## src/rtl/gpio_sr_pkg.sv

```systemverilog
// Package: shared register offsets and decode for the GPIO port.
// Assumes byte addressing with word-aligned registers in a 32-byte window.
package gpio_sr_pkg;

    localparam int ADDR_W = 5;

    typedef enum logic [2:0] {
        SEL_DIR  = 3'd0,
        SEL_LAT  = 3'd1,
        SEL_SET  = 3'd2,
        SEL_CLR  = 3'd3,
        SEL_PIN  = 3'd4,
        SEL_NONE = 3'd7
    } gpio_sel_e;

    // Map a byte address onto the register it selects.
    function automatic gpio_sel_e decode_sel(input logic [ADDR_W-1:0] a);
        gpio_sel_e s;
        case (a)
            5'h00:   s = SEL_DIR;
            5'h04:   s = SEL_LAT;
            5'h08:   s = SEL_SET;
            5'h0C:   s = SEL_CLR;
            5'h10:   s = SEL_PIN;
            default: s = SEL_NONE;
        endcase
        return s;
    endfunction

endpackage

```

## src/rtl/gpio_in_sync.sv

```systemverilog
// Module: gpio_in_sync
// Carries raw pin levels through a chain of SYNC_STAGES flops per pin.
// Assumes pins are asynchronous to clk. The chain is cleared on reset.
module gpio_in_sync #(
    parameter int NUM_PINS    = 32,
    parameter int SYNC_STAGES = 2
) (
    input  logic                clk,
    input  logic                rst_n,
    input  logic [NUM_PINS-1:0] raw_in,
    output logic [NUM_PINS-1:0] sync_out
);

    logic [NUM_PINS-1:0] stage_q [SYNC_STAGES];

    // First stage samples the raw pins.
    always_ff @(posedge clk) begin
        if (!rst_n) stage_q[0] <= '0;
        else        stage_q[0] <= raw_in;
    end

    genvar k;
    generate
        for (k = 1; k < SYNC_STAGES; k++) begin : g_stage
            // Each later stage resamples its predecessor.
            always_ff @(posedge clk) begin
                if (!rst_n) stage_q[k] <= '0;
                else        stage_q[k] <= stage_q[k-1];
            end

            AST_SYNC_SHIFT: assert property (@(posedge clk) disable iff (!rst_n)
                $past(rst_n) |-> stage_q[k] == $past(stage_q[k-1]));
        end
    endgenerate

    assign sync_out = stage_q[SYNC_STAGES-1];

    AST_SYNC_ENTRY: assert property (@(posedge clk) disable iff (!rst_n)
        $past(rst_n) |-> stage_q[0] == $past(raw_in));

endmodule

```

## src/rtl/gpio_regbank.sv

```systemverilog
// Module: gpio_regbank
// Holds the direction register and output latch. Applies whole-word, set
// and clear writes, and muxes read data from the address.
// Assumes one write per strobe cycle and NUM_PINS <= BUS_W.
module gpio_regbank
    import gpio_sr_pkg::*;
#(
    parameter int          NUM_PINS = 32,
    parameter int          BUS_W    = 32,
    parameter logic [31:0] DIR_RST  = 32'hFFFF_FFFF
) (
    input  logic                clk,
    input  logic                rst_n,
    input  logic [ADDR_W-1:0]   addr,
    input  logic                wr_en,
    input  logic [BUS_W-1:0]    wr_data,
    input  logic [NUM_PINS-1:0] pin_sync,
    output logic [BUS_W-1:0]    rd_data,
    output logic [NUM_PINS-1:0] dir_q,
    output logic [NUM_PINS-1:0] lat_q
);

    localparam int PAD_W = BUS_W - NUM_PINS;

    gpio_sel_e           sel;
    logic [NUM_PINS-1:0] wmask;
    logic [NUM_PINS-1:0] lat_d;
    logic [NUM_PINS-1:0] rd_core;

    // Decode the addressed register.
    always_comb sel = decode_sel(addr);

    assign wmask = wr_data[NUM_PINS-1:0];

    // Direction register: whole-word load only.
    always_ff @(posedge clk) begin
        if (!rst_n)                        dir_q <= DIR_RST[NUM_PINS-1:0];
        else if (wr_en && sel == SEL_DIR)  dir_q <= wmask;
    end

    genvar b;
    generate
        for (b = 0; b < NUM_PINS; b++) begin : g_lat_bit
            // Per-bit next value for the three write styles.
            always_comb begin
                lat_d[b] = lat_q[b];
                if (wr_en) begin
                    case (sel)
                        SEL_LAT: lat_d[b] = wmask[b];
                        SEL_SET: if (wmask[b]) lat_d[b] = 1'b1;
                        SEL_CLR: if (wmask[b]) lat_d[b] = 1'b0;
                        default: lat_d[b] = lat_q[b];
                    endcase
                end
            end
        end
    endgenerate

    // Output latch register.
    always_ff @(posedge clk) begin
        if (!rst_n) lat_q <= '0;
        else        lat_q <= lat_d;
    end

    // Read mux; set and clear addresses reflect the latch.
    always_comb begin
        case (sel)
            SEL_DIR:                   rd_core = dir_q;
            SEL_LAT, SEL_SET, SEL_CLR: rd_core = lat_q;
            SEL_PIN:                   rd_core = pin_sync;
            default:                   rd_core = '0;
        endcase
    end

    generate
        if (PAD_W > 0) begin : g_pad
            assign rd_data = {{PAD_W{1'b0}}, rd_core};
        end else begin : g_nopad
            assign rd_data = rd_core;
        end
    endgenerate

    AST_DIR_LOAD: assert property (@(posedge clk) disable iff (!rst_n)
        (wr_en && addr == 5'h00) |=> dir_q == $past(wmask));

    AST_LAT_LOAD: assert property (@(posedge clk) disable iff (!rst_n)
        (wr_en && addr == 5'h04) |=> lat_q == $past(wmask));

    AST_SET_BITS: assert property (@(posedge clk) disable iff (!rst_n)
        (wr_en && addr == 5'h08) |=>
        ((lat_q & $past(wmask)) == $past(wmask)) &&
        ((lat_q & ~$past(wmask)) == ($past(lat_q) & ~$past(wmask))));

    AST_CLR_BITS: assert property (@(posedge clk) disable iff (!rst_n)
        (wr_en && addr == 5'h0C) |=>
        ((lat_q & $past(wmask)) == '0) &&
        ((lat_q & ~$past(wmask)) == ($past(lat_q) & ~$past(wmask))));

    AST_IGNORED_WRITE: assert property (@(posedge clk) disable iff (!rst_n)
        (wr_en && addr != 5'h00 && addr != 5'h04 && addr != 5'h08 && addr != 5'h0C)
        |=> $stable(dir_q) && $stable(lat_q));

    AST_IDLE_HOLD: assert property (@(posedge clk) disable iff (!rst_n)
        !wr_en |=> $stable(dir_q) && $stable(lat_q));

endmodule

```

## src/rtl/gpio_port_sr.sv

```systemverilog
// Module: gpio_port_sr (top)
// GPIO port: register bank plus input synchronizer, with tri-state style pins.
// Assumes the pad ring resolves pin_out and pin_oe. Pin muxing is external.
module gpio_port_sr
    import gpio_sr_pkg::*;
#(
    parameter int NUM_PINS    = 32,
    parameter int BUS_W       = 32,
    parameter int SYNC_STAGES = 2
) (
    input  logic                clk,
    input  logic                rst_n,
    input  logic [ADDR_W-1:0]   bus_addr,
    input  logic                bus_wr_en,
    input  logic [BUS_W-1:0]    bus_wr_data,
    output logic [BUS_W-1:0]    bus_rd_data,
    input  logic [NUM_PINS-1:0] pin_in,
    output logic [NUM_PINS-1:0] pin_out,
    output logic [NUM_PINS-1:0] pin_oe
);

    logic [NUM_PINS-1:0] pin_sync;
    logic [NUM_PINS-1:0] dir_q;
    logic [NUM_PINS-1:0] lat_q;

    gpio_in_sync #(
        .NUM_PINS    (NUM_PINS),
        .SYNC_STAGES (SYNC_STAGES)
    ) u_sync (
        .clk      (clk),
        .rst_n    (rst_n),
        .raw_in   (pin_in),
        .sync_out (pin_sync)
    );

    gpio_regbank #(
        .NUM_PINS (NUM_PINS),
        .BUS_W    (BUS_W)
    ) u_regs (
        .clk      (clk),
        .rst_n    (rst_n),
        .addr     (bus_addr),
        .wr_en    (bus_wr_en),
        .wr_data  (bus_wr_data),
        .pin_sync (pin_sync),
        .rd_data  (bus_rd_data),
        .dir_q    (dir_q),
        .lat_q    (lat_q)
    );

    // Pads drive where the direction bit is 0.
    assign pin_oe  = ~dir_q;
    assign pin_out = lat_q;

    AST_OE_AFTER_DIR_WRITE: assert property (@(posedge clk) disable iff (!rst_n)
        (bus_wr_en && bus_addr == 5'h00) |=> pin_oe == ~$past(bus_wr_data[NUM_PINS-1:0]));

    AST_OUT_AFTER_SET: assert property (@(posedge clk) disable iff (!rst_n)
        (bus_wr_en && bus_addr == 5'h08) |=>
        ((pin_out & $past(bus_wr_data[NUM_PINS-1:0])) == $past(bus_wr_data[NUM_PINS-1:0])));

endmodule

```

## config.mk

```make
export PLATFORM = sky130hd
export DESIGN_NAME = gpio_port_sr
export DESIGN_NICKNAME = d
export VERILOG_FILES = /design/src/rtl/gpio_sr_pkg.sv /design/src/rtl/gpio_in_sync.sv /design/src/rtl/gpio_regbank.sv /design/src/rtl/gpio_port_sr.sv
export SDC_FILE = /design/constraint.sdc
export NUM_CORES = 1
export LEC_CHECK = 0
export CELL_PAD_IN_SITES_DETAIL_PLACEMENT = 1
export CELL_PAD_IN_SITES_GLOBAL_PLACEMENT = 2
export CORE_MARGIN = 5
export CORE_UTILIZATION = 27
export CTS_CLUSTER_SIZE = 14
export DETAILED_ROUTE_END_ITERATION = 10
export PLACE_DENSITY = 0.77
export REMOVE_ABC_BUFFERS = 1
export SLEW_MARGIN = 30
export SYNTH_ARGS = -nofsm -noshare
export SYNTH_HDL_FRONTEND = slang
export SYNTH_SLANG_ARGS = --single-unit
```

## constraint.sdc

```tcl
create_clock -name clk -period 2.2 [get_ports clk]
set_input_delay 0.44 -clock clk [delete_from_list [all_inputs] [get_ports clk]]
set_output_delay 0.44 -clock clk [all_outputs]
set_load 0.01 [all_outputs]
```

==> flow_metrics.tcl <==
set metrics [dict create \
    hold_viol_final 0 \
    clock_skew_ns 0.00520 \
    grt_start_max_net_pins 74 \
    p_seq_share_pct 38.8 \
    finalWirelength_mm 20.2 \
    htree_num_levels 4 \
    clock_pin_slew_on_the_worst_setup_and_hold_paths_ns 0.05 \
    grt_setup_unrepaired "yes" \
    die_w_um 152 \
    timing.final.crit_share_pct 99.3 \
    worst_setup_path_endpoint "bus_rd_data[6]" \
    detailroute.via_count 5042 \
    outcome "finished clean" \
    ys_top_cells_by_count "128 x dfxtp_1, 64 x and2_1, 63 x nand3_1, 38 x clkbuf_1, 33 x inv_1" \
    core_area_sq_um 19700 \
    num_io_pins 168 \
    worstPathMaxFanout 7 \
    synth_flop_cell "dfxtp_1" \
    drtPass1Iterations 4 \
    critical_path.endpoint_type "primary output" \
    post_drt_via_cell_ratio 4.90 \
    class_of_the_worst_hold_path "input pin to flip-flop" \
    vias_in_the_first_global_route 5612 \
    cts-buffers-inserted 17 \
    gp_congestion 0.731 \
    post-synth-top-count-cell "dfxtp_1" \
    post_synth_inst_count 580 \
    vdd.ir_drop.worst_uv 564 \
    synth_enable_flop_cells 0 \
    overflow 0 \
    worst-r2r-cell-count 3 \
    ant_nets 0 \
    holdBufCountCts 0 \
    p_sw_share_pct 21.9 \
    initial_utilization_pct 27.6 \
    antenna_found_initial 0 \
    nets 823 \
    fin_hold_ws_ns 0.296 \
    hpwlAfterDp_mm 13.3 \
    number_of_pins_with_negative_max_slew_slack_in_the_final_report 0 \
    cp-startpoint "bus_addr[3]" \
    drt-initial-drc-count 175 \
    tritoncts "yes" \
    signed_area_change_from_the_synthesized_netlist_to_the_final_layout_pct 52.4 \
    finalSetupViolations 0 \
    drc_errors 0 \
    p_sw_uw 1370 \
    design.die.area_sq_um 23000 \
    drive_above_1_share_pct 18.7 \
    worst_ep_required_time_ns 1.76 \
    post-route-util_pct 42.1 \
    setup.worst_path.start_class "input pin" \
    first_pass_grt_wire_length_mm 32.0 \
    max-clock-path-buffers 2 \
    placementRows 51 \
    comb_power_share_pct 9.9 \
    cap_viol_max_count 0 \
    numPortBuffers 167 \
    synthDistinctLibCells 31 \
    r2r_setup_slack_ns 1.32 \
    mappedNetlistArea_sq_um 5430 \
    n_antenna_cell 0 \
    crit_arrival_ns 1.74 \
    post_dp_cell_area_sq_um 7570 \
    numClockSinks 128 \
    synth_top_area_share_pct 47.2 \
    crit-reg2reg-capture "u_regs.lat_q[0]" \
    clock-root-buffer "clkbuf_16" \
    clkLatencyLatePin_ns 0.42 \
    internal-power_uw 4900 \
    crit-reg2reg-launch "u_regs.lat_q[0]" \
    clock.fmax_ghz 0.458 \
    avgSynthCellArea_sq_um 9.36 \
    path_class "input pin to primary output" \
    max-slew-margin-rel_pct 37.1 \
    design_area_sq_um 8280 \
    min_period_ns 2.18 \
    yosysSeqAreaShare_pct 47.2 \
    tightestPinTransition_ns 0.941 \
    synth_area_leader_cell "dfxtp_1" \
    timing.final.ws_setup_ns 0.0150 \
    power.share.clock_pct 51.4 \
    place_ws_ns -0.808 \
    netlist_top_cells_area "dfxtp_1 47%, and2_1 7.4%, nand3_1 5.8%" \
    async_reset_ff_share_pct 0 \
    p_per_area_nw_per_um2 758 \
    synth.ff_latch_count 128 \
    leakage_power_summed_over_all_cells_uw 0.00359 \
    yosysWarnings 0 \
    gr-usage-all-layers_pct 17.4 \
    die_height_um 152 \
    wl_per_cell_um 19.7 \
]
power groups by stage:
| stage | Combinational [uW] | Clock, uW | Sequential [uW] |
|---|---|---|---|
| after CTS | 626 | 3300 | 2430 |
| after detailed placement | 614 | 0 | 2480 |
| final | 619 | 3220 | 2430 |
| after floorplan | 203 | 0 | 2470 |
| after global routing | 668 | 3440 | 2440 |
| after global placement | 597 | 0 | 2480 |
layout make-up:
class                      count  area [sq um]
timing repair buffer         208          2040
inverter                      33           124
fill                        2259         11400
clock buffer                  22           464
sequential                   128          2560
clock inverter                 9           205
multi-input combinational    363          2550
tap                          265           332
worst min-delay path by stage:
stage          depth (start not counted)             startpoint               endpoint  slack [ns]
2_1_floorplan                          1  u_sync.stage_q[0][10]  u_sync.stage_q[1][10]        0.41
3_3_place_gp                           1  u_sync.stage_q[0][10]  u_sync.stage_q[1][10]        0.41
3_5_place_dp                           1   u_sync.stage_q[0][7]   u_sync.stage_q[1][7]        0.42
4_1_cts                                2                  rst_n   u_sync.stage_q[1][7]        0.28
5_1_grt                                2                  rst_n   u_sync.stage_q[1][7]        0.30
6_report                               2                  rst_n   u_sync.stage_q[1][7]        0.30
cell families after synthesis:
kind of cell / synth area share, %
buffers and inverters: 6.89
xor gates and xnor gates: 5.00
AOI/OAI and AO/OA: 16.2
DFF: 47.2
and+or+nand+nor: 24.6
muxes: 0.184
flip-flops by register name, indices dropped and copies added, names as in the netlist:
| register | count |
|---|---|
| u_regs.lat_q | 32 |
| u_regs.dir_q | 32 |
| u_sync.stage_q | 64 |
layout by cell type, fill, tap and decap left out, drive strengths merged, types with 2 or more instances in the layout:
cell type	count
xor2	31
dfxtp	128
a21o	2
and2	64
nor2	2
buf	79
clkbuf	22
a221o	31
inv	33
nor3	32
bufinv	6
o221a	31
clkinv	2
and3	31
nand3	63
clkdlybuf4s50	129
o21ai	33
nor4b	2
nor2b	31
worst max-delay path, stage by stage:
cell	delay (ns)
buf_8	0.11
or2_4	0.28
buf_6	0.14
nor2_4	0.16
buf_6	0.16
buf_16	0.14
a221o_1	0.17
buf_2	0.14
per-layer routing:
| layer | vias to the layer above | global-route usage (%) | wire length [um] |
|---|---|---|---|
| met3 | 30 | 4.80 | 984 |
| met2 | 130 | 30.0 | 10200 |
| met1 | 2493 | 20.6 | 8680 |
| met5 | - | 0 | 0 |
| met4 | 0 | 6.51 | 378 |
| li1 | 2389 | - | - |
timing repair:
action	CTS	global route
endpoints found under the setup margin	32	32
gates resized for setup	164	7
pin swaps	14	10
buffers inserted	9	1
cloned	3	0
through the flow:
step,setup TNS [ns],total power [uW],std cells
finish,0,6270,1028
global route,-0.0930,6550,1028
CTS,-0.182,6360,1029
detailed placement,-29.17,3100,986
global placement,-27.45,3080,986
floorplan,-68.94,2680,524
Note: power is estimated with default switching activity, not from simulation.
